$ cat config.mk
export PLATFORM = sky130hd
export DESIGN_NAME = aes8_core
export DESIGN_NICKNAME = d
export VERILOG_FILES = /design/src/rtl/aes8_pkg.sv /design/src/rtl/aes8_sbox.sv /design/src/rtl/aes8_mixcol.sv /design/src/rtl/aes8_core.sv
export SDC_FILE = /design/constraint.sdc
export NUM_CORES = 1
export LEC_CHECK = 0
export BUFFER_PORTS_ARGS = -buffer_cell sky130_fd_sc_hd__buf_2
export CAP_MARGIN = 0
export CORE_MARGIN = 3
export CORE_UTILIZATION = 40
export DETAILED_ROUTE_END_ITERATION = 10
export SYNTH_ARGS = -nofsm -noshare
export SYNTH_HDL_FRONTEND = slang
export SYNTH_SLANG_ARGS = --single-unit
$ cat constraint.sdc
create_clock -name clk -period 6.2 [get_ports clk]
set_clock_uncertainty 0.1 [all_clocks]
set_input_delay 1.24 -clock clk [delete_from_list [all_inputs] [get_ports clk]]
set_output_delay 1.24 -clock clk [all_outputs]
set_load 0.005 [all_outputs]
$ cat src/rtl/aes8_pkg.sv
package aes8_pkg;
  typedef logic [7:0] byte_t;
  typedef enum logic [2:0] {PH_IDLE, PH_LOAD, PH_KEY, PH_SUB, PH_MIX, PH_ARK, PH_OUT} phase_t;

  function automatic byte_t xtime(input byte_t a);
    return {a[6:0], 1'b0} ^ (a[7] ? 8'h1b : 8'h00);
  endfunction

  function automatic byte_t gmul(input byte_t a, input byte_t b);
    byte_t p = 8'h00;
    byte_t x = a;
    for (int i = 0; i < 8; i++) begin
      if (b[i]) p = p ^ x;
      x = xtime(x);
    end
    return p;
  endfunction

  // Inverse as x^254, then the affine map; evaluated on constants only.
  function automatic byte_t sbox_val(input byte_t x);
    byte_t x2, x3, x12, x15, x240, v;
    x2   = gmul(x, x);
    x3   = gmul(x2, x);
    x12  = gmul(gmul(x3, x3), gmul(x3, x3));
    x15  = gmul(x12, x3);
    x240 = gmul(gmul(gmul(x15, x15), gmul(x15, x15)), gmul(gmul(x15, x15), gmul(x15, x15)));
    x240 = gmul(x240, x240);
    v    = gmul(gmul(x240, x12), x2);
    return v ^ {v[6:0], v[7]} ^ {v[5:0], v[7:6]} ^ {v[4:0], v[7:5]} ^ {v[3:0], v[7:4]} ^ 8'h63;
  endfunction

  // Source position feeding state position j after the row rotation.
  function automatic int sr_src(input int j);
    return (j % 4) + 4 * (((j / 4) + (j % 4)) % 4);
  endfunction
endpackage

$ cat src/rtl/aes8_sbox.sv
module aes8_sbox
  import aes8_pkg::*;
#(
  parameter int ENTRIES = 256
) (
  input  byte_t addr,
  output byte_t data
);
  byte_t rom [ENTRIES];
  for (genvar g = 0; g < ENTRIES; g++) begin : g_rom
    assign rom[g] = sbox_val(byte_t'(g));
  end
  assign data = rom[addr];
endmodule

$ cat src/rtl/aes8_mixcol.sv
module aes8_mixcol
  import aes8_pkg::*;
#(
  parameter int ROWS = 4
) (
  input  logic       clk,
  input  logic       feed,
  input  byte_t      din,
  input  logic [1:0] row,
  output byte_t      dout
);
  byte_t col [ROWS];
  logic [1:0] r1, r2, r3;

  always_ff @(posedge clk) begin
    if (feed) begin
      for (int i = 0; i < ROWS - 1; i++) col[i] <= col[i + 1];
      col[ROWS - 1] <= din;
    end
  end

  always_comb begin
    r1 = row + 2'd1;
    r2 = row + 2'd2;
    r3 = row + 2'd3;
    dout = xtime(col[row]) ^ xtime(col[r1]) ^ col[r1] ^ col[r2] ^ col[r3];
  end
endmodule

$ cat src/rtl/aes8_core.sv
module aes8_core
  import aes8_pkg::*;
#(
  parameter int NB = 16,
  parameter int NR = 10
) (
  input  logic       clk,
  input  logic       rst_n,
  input  logic       start,
  output logic       busy,
  output logic       done,
  input  logic       in_valid,
  output logic       in_ready,
  input  logic [7:0] in_data,
  input  logic [7:0] in_key,
  output logic       out_valid,
  input  logic       out_ready,
  output logic [7:0] out_data
);
  localparam int IW = $clog2(NB);
  localparam int CW = $clog2(2 * NB);
  localparam int RW = $clog2(NR + 1);

  phase_t        ph;
  logic [CW-1:0] cnt;
  logic [RW-1:0] rnd;
  byte_t         rcon;
  byte_t         st [NB];
  byte_t         rk [NB];
  byte_t         sub_nx [NB];
  byte_t         sb_in, sb_out, mc_out;
  logic [1:0]    rot_sel;
  logic [IW-1:0] kw_idx, ki_key, ki_fin, ki_mix, st_wr;
  logic          mc_feed;

  aes8_sbox u_sbox (.addr(sb_in), .data(sb_out));

  assign mc_feed = (ph == PH_MIX) && !cnt[2];
  aes8_mixcol u_mix (.clk(clk), .feed(mc_feed), .din(st[0]), .row(cnt[1:0]), .dout(mc_out));

  always_comb begin
    rot_sel = cnt[1:0] + 2'd1;
    kw_idx  = IW'(NB - 4) + IW'(rot_sel);
    ki_key  = IW'(cnt[1:0]);
    ki_fin  = cnt[IW-1:0] + IW'(4);
    ki_mix  = {cnt[CW-1:3], cnt[1:0]};
    st_wr   = IW'(NB - 4) + IW'(cnt[1:0]);
    sb_in   = (ph == PH_KEY) ? rk[kw_idx] : st[0];
    for (int i = 0; i < NB - 1; i++) sub_nx[i] = st[i + 1];
    sub_nx[NB - 1] = sb_out;
  end

  assign busy      = (ph != PH_IDLE);
  assign in_ready  = (ph == PH_LOAD);
  assign out_valid = (ph == PH_OUT);
  assign out_data  = st[0];

  // Sequencing
  always_ff @(posedge clk or negedge rst_n) begin
    if (!rst_n) begin
      ph   <= PH_IDLE;
      cnt  <= '0;
      rnd  <= '0;
      rcon <= 8'h01;
      done <= 1'b0;
    end else begin
      done <= 1'b0;
      unique case (ph)
        PH_IDLE: if (start) begin ph <= PH_LOAD; cnt <= '0; end
        PH_LOAD: if (in_valid) begin
          if (cnt == CW'(NB - 1)) begin
            ph <= PH_KEY; cnt <= '0; rnd <= RW'(1); rcon <= 8'h01;
          end else cnt <= cnt + 1'b1;
        end
        PH_KEY: if (cnt == CW'(3)) begin ph <= PH_SUB; cnt <= '0; end
                else cnt <= cnt + 1'b1;
        PH_SUB: if (cnt == CW'(NB - 1)) begin
          ph <= (rnd == RW'(NR)) ? PH_ARK : PH_MIX; cnt <= '0;
        end else cnt <= cnt + 1'b1;
        PH_MIX: if (cnt == CW'(2 * NB - 1)) begin
          ph <= PH_KEY; cnt <= '0; rnd <= rnd + 1'b1; rcon <= xtime(rcon);
        end else cnt <= cnt + 1'b1;
        PH_ARK: if (cnt == CW'(NB - 1)) begin ph <= PH_OUT; cnt <= '0; end
                else cnt <= cnt + 1'b1;
        PH_OUT: if (out_ready) begin
          if (cnt == CW'(NB - 1)) begin ph <= PH_IDLE; cnt <= '0; done <= 1'b1; end
          else cnt <= cnt + 1'b1;
        end
        default: ph <= PH_IDLE;
      endcase
    end
  end

  // Byte-serial datapath
  always_ff @(posedge clk) begin
    unique case (ph)
      PH_LOAD: if (in_valid) begin
        for (int i = 0; i < NB - 1; i++) begin
          st[i] <= st[i + 1];
          rk[i] <= rk[i + 1];
        end
        st[NB - 1] <= in_data ^ in_key;
        rk[NB - 1] <= in_key;
      end
      PH_KEY: rk[ki_key] <= rk[ki_key] ^ sb_out ^ ((cnt[1:0] == 2'd0) ? rcon : 8'h00);
      PH_SUB: begin
        if (cnt < CW'(NB - 4)) rk[ki_fin] <= rk[ki_fin] ^ rk[cnt[IW-1:0]];
        if (cnt == CW'(NB - 1)) begin
          for (int j = 0; j < NB; j++) st[j] <= sub_nx[sr_src(j)];
        end else begin
          for (int j = 0; j < NB; j++) st[j] <= sub_nx[j];
        end
      end
      PH_MIX: begin
        if (!cnt[2]) begin
          for (int i = 0; i < NB - 1; i++) st[i] <= st[i + 1];
          st[NB - 1] <= st[0];
        end else begin
          st[st_wr] <= mc_out ^ rk[ki_mix];
        end
      end
      PH_ARK: begin
        for (int i = 0; i < NB - 1; i++) st[i] <= st[i + 1];
        st[NB - 1] <= st[0] ^ rk[cnt[IW-1:0]];
      end
      PH_OUT: if (out_ready) begin
        for (int i = 0; i < NB - 1; i++) st[i] <= st[i + 1];
      end
      default: ;
    endcase
  end
endmodule

==> run metrics <==
Detailed Route Iter0 Violations 2467; Layout Nets 1973; R2R Setup Slk 0.84 ns; final period utilization 0.864; Critical Path Start Type flop; Tmin final 5.36 ns; Routed WL about 74000 um; area of the mapped netlist 20900 um2; # DRC 0; total track usage 0.268; CP endpoint kind flop; die area roughly 55000 um2; Cell variety after synth 93; clk slew on worst S/H paths 0.06 ns; post-detail-place hpwl about 52000 um; diode count 0; Worst EP arrival 5.62 ns; Routed wire per std cell 27.9 um; drt first pass iters 6; Vias approximately 17000; Post-synth EDFFs 288; Cell Rows 83; WHS Path Cells 0; post-synth top area share 0.414; worst hold endpoint st[8][6]$_DFFE_PP_; FILL cells about 4900; layout cells sized above 1 0.186; register area around 9000 um2; post-synthesis cell count approximately 2000; ys async rst share 0.0680; max frequency ~0.19 GHz; post-synthesis sequential area ratio 0.439; H-tree depth 2; Synthesis Warnings 0; crit-path max FO 39; Initial Util 0.406; Critical path origin cnt[0]$_DFFE_PN0P_; Post-DRT Antenna Nets 0; final hold vios 0; MaxCap Viol Count 0; run status finished, final reports clean; Max Slew Vio Count 0; FF-to-FF End rk[2][4]$_DFFE_PP_; drt via density 6.52; CTS Hold Bufs 0; port buffer count 32; initial antenna violation count 0; Clock Latency Late Sink 0.56 ns; most common cell after layout, fill and taps aside edfxtp_1; Overflow after GRT 0; Placer Congestion 1.02; post-synthesis average cell area 10.6 um2; num ports 33; ys flop type edfxtp_1; worst path required time 6.46 ns; count of final setup violators 0; worst r2r src cnt[0]$_DFFE_PN0P_; top cells by area, synth edfxtp_1 (41%), mux4_2 (9.2%), nand2_1 (4.5%), mux2_2 (4.5%), o21ai_0 (3.5%); Core Region 51500 um2; number of global-route vias before repair 16400; setup TNS 0 ns; P&R area growth vs syn 9.09%; Post-Syn Nets 2013; die height approximately 230 um; Hold Crit Start st[9][6]$_DFFE_PP_; Clock Sinks 309; Slew @ Worst Pin ~1.1 ns; post-CTS resize count 0; CTS Buffer Depth 3; RSZ-0062 raised after global routing false; largest net degree at the start of global routing between 80 and 90; leading area contributor after synthesis edfxtp_1; most frequent cells in the layout edfxtp_1 (288), nand2_1 (253), o21ai_0 (148); slew margin rel. 0.233; r2r worst-path depth 12; root buffer cell clkbuf_16; Num CTS Buffers 37; Die Span X 235 um; worst hold path class flop to flop; first-pass GRT wire length 110000 um; multi-input combinational cell area 10900 um2; critical path type flop to flop; CTS tree done; synthesized flop and latch total 309; post-CTS setup buffers 0
-- logic make-up (layout without fill, tap and decap cells) --
logic type | after synthesis | after routing | share of synthesized area
and+or+nand+nor | 584 | 584 | 0.128
AOI/OAI and AO/OA | 525 | 525 | 0.169
DFF | 309 | 309 | 0.439
muxes | 218 | 218 | 0.163
buffers and inverters | 204 | 190 | 0.0434
xor gates and xnor gates | 102 | 102 | 0.0427
adders and majority gates | 25 | 25 | 0.0150
-- worst max-delay path: stages (launching register included) --
cell	delay, ns
dfrtp_4	0.46
buf_4	0.46
buf_4	0.71
mux4_2	0.70
mux2i_4	0.47
buf_4	0.35
nand2_1	0.14
o22ai_1	0.28
a311o_1	0.19
o221ai_1	0.12
a21oi_1	0.54
o221ai_1	0.31
o31ai_1	0.31
-- through the flow --
| stage | hold WS, ns | setup WS, ns | cells | utilization | instance area [um2] |
|---|---|---|---|---|---|
| final | 0.319 | 0.844 | 2633 | 0.443 | 22800 |
| after global routing | 0.326 | 0.596 | 2633 | 0.443 | 22800 |
| after CTS | 0.321 | 0.913 | 2633 | 0.443 | 22800 |
| after detailed placement | 0.307 | 0.940 | 2568 | 0.420 | 21700 |
| after global placement | 0.301 | 0.928 | 2568 | 0.420 | 21700 |
| after floorplan | 0.300 | 0.622 | 1967 | - | 20900 |
-- Yosys cell counts, types with 10 or more instances --
cell,count
nor3_1,41
or3_1,11
nor4_1,11
o21ai_0,148
clkbuf_1,105
inv_1,27
a211oi_1,18
and2_1,20
a221oi_1,12
xnor2_1,77
buf_1,10
nor2_1,106
mux2i_1,41
ha_1,25
nand3_1,68
a21oi_1,101
buf_2,41
a22oi_1,12
dfrtp_1,20
o22ai_1,14
nand2_1,253
edfxtp_1,288
mux4_2,85
and3_1,17
mux2_2,84
o31ai_1,19
xor2_1,25
o2111ai_1,12
o211ai_1,31
a311oi_1,20
o21ai_1,11
a22o_1,13
a31oi_1,20
-- layer usage --
metal / part of all wire / global-route usage / vias up
met4: 0.050 / 0.126 / 0
met3: 0.096 / 0.0524 / 195
met1: 0.42 / 0.378 / 8449
met5: 0 / 0 / -
met2: 0.44 / 0.398 / 1016
li1: - / - / 7494
-- area by class of cell --
| cell class | instances | share of cell area |
|---|---|---|
| Multi-Input combinational cell | 1454 | 0.476 |
| Sequential cell | 309 | 0.403 |
| Clock buffer | 49 | 0.0440 |
| Tap cell | 680 | 0.0373 |
| Timing Repair Buffer | 93 | 0.0282 |
| Clock inverter | 16 | 0.00637 |
| Inverter | 32 | 0.00527 |
-- flip-flops by register name (all words and copies together) (netlist names) --
register	flops
rk	128
st	128
u_mix.col	32
rcon	8
cnt	5
rnd	4
ph	3
done	1
-- worst max path at each step --
stage,to,slack [ns],depth (start not counted)
2_1_floorplan,rk[1][3]$_DFFE_PP_,0.62,20
3_3_place_gp,rk[1][4]$_DFFE_PP_,0.93,12
3_5_place_dp,rk[2][4]$_DFFE_PP_,0.94,12
4_1_cts,rk[2][4]$_DFFE_PP_,0.91,12
5_1_grt,rk[2][4]$_DFFE_PP_,0.60,12
6_report,rk[2][4]$_DFFE_PP_,0.84,12
Power is left out: the tool's default activity adds up to more than one toggle a clock period on the data nets, which glitch-free logic cannot reach.
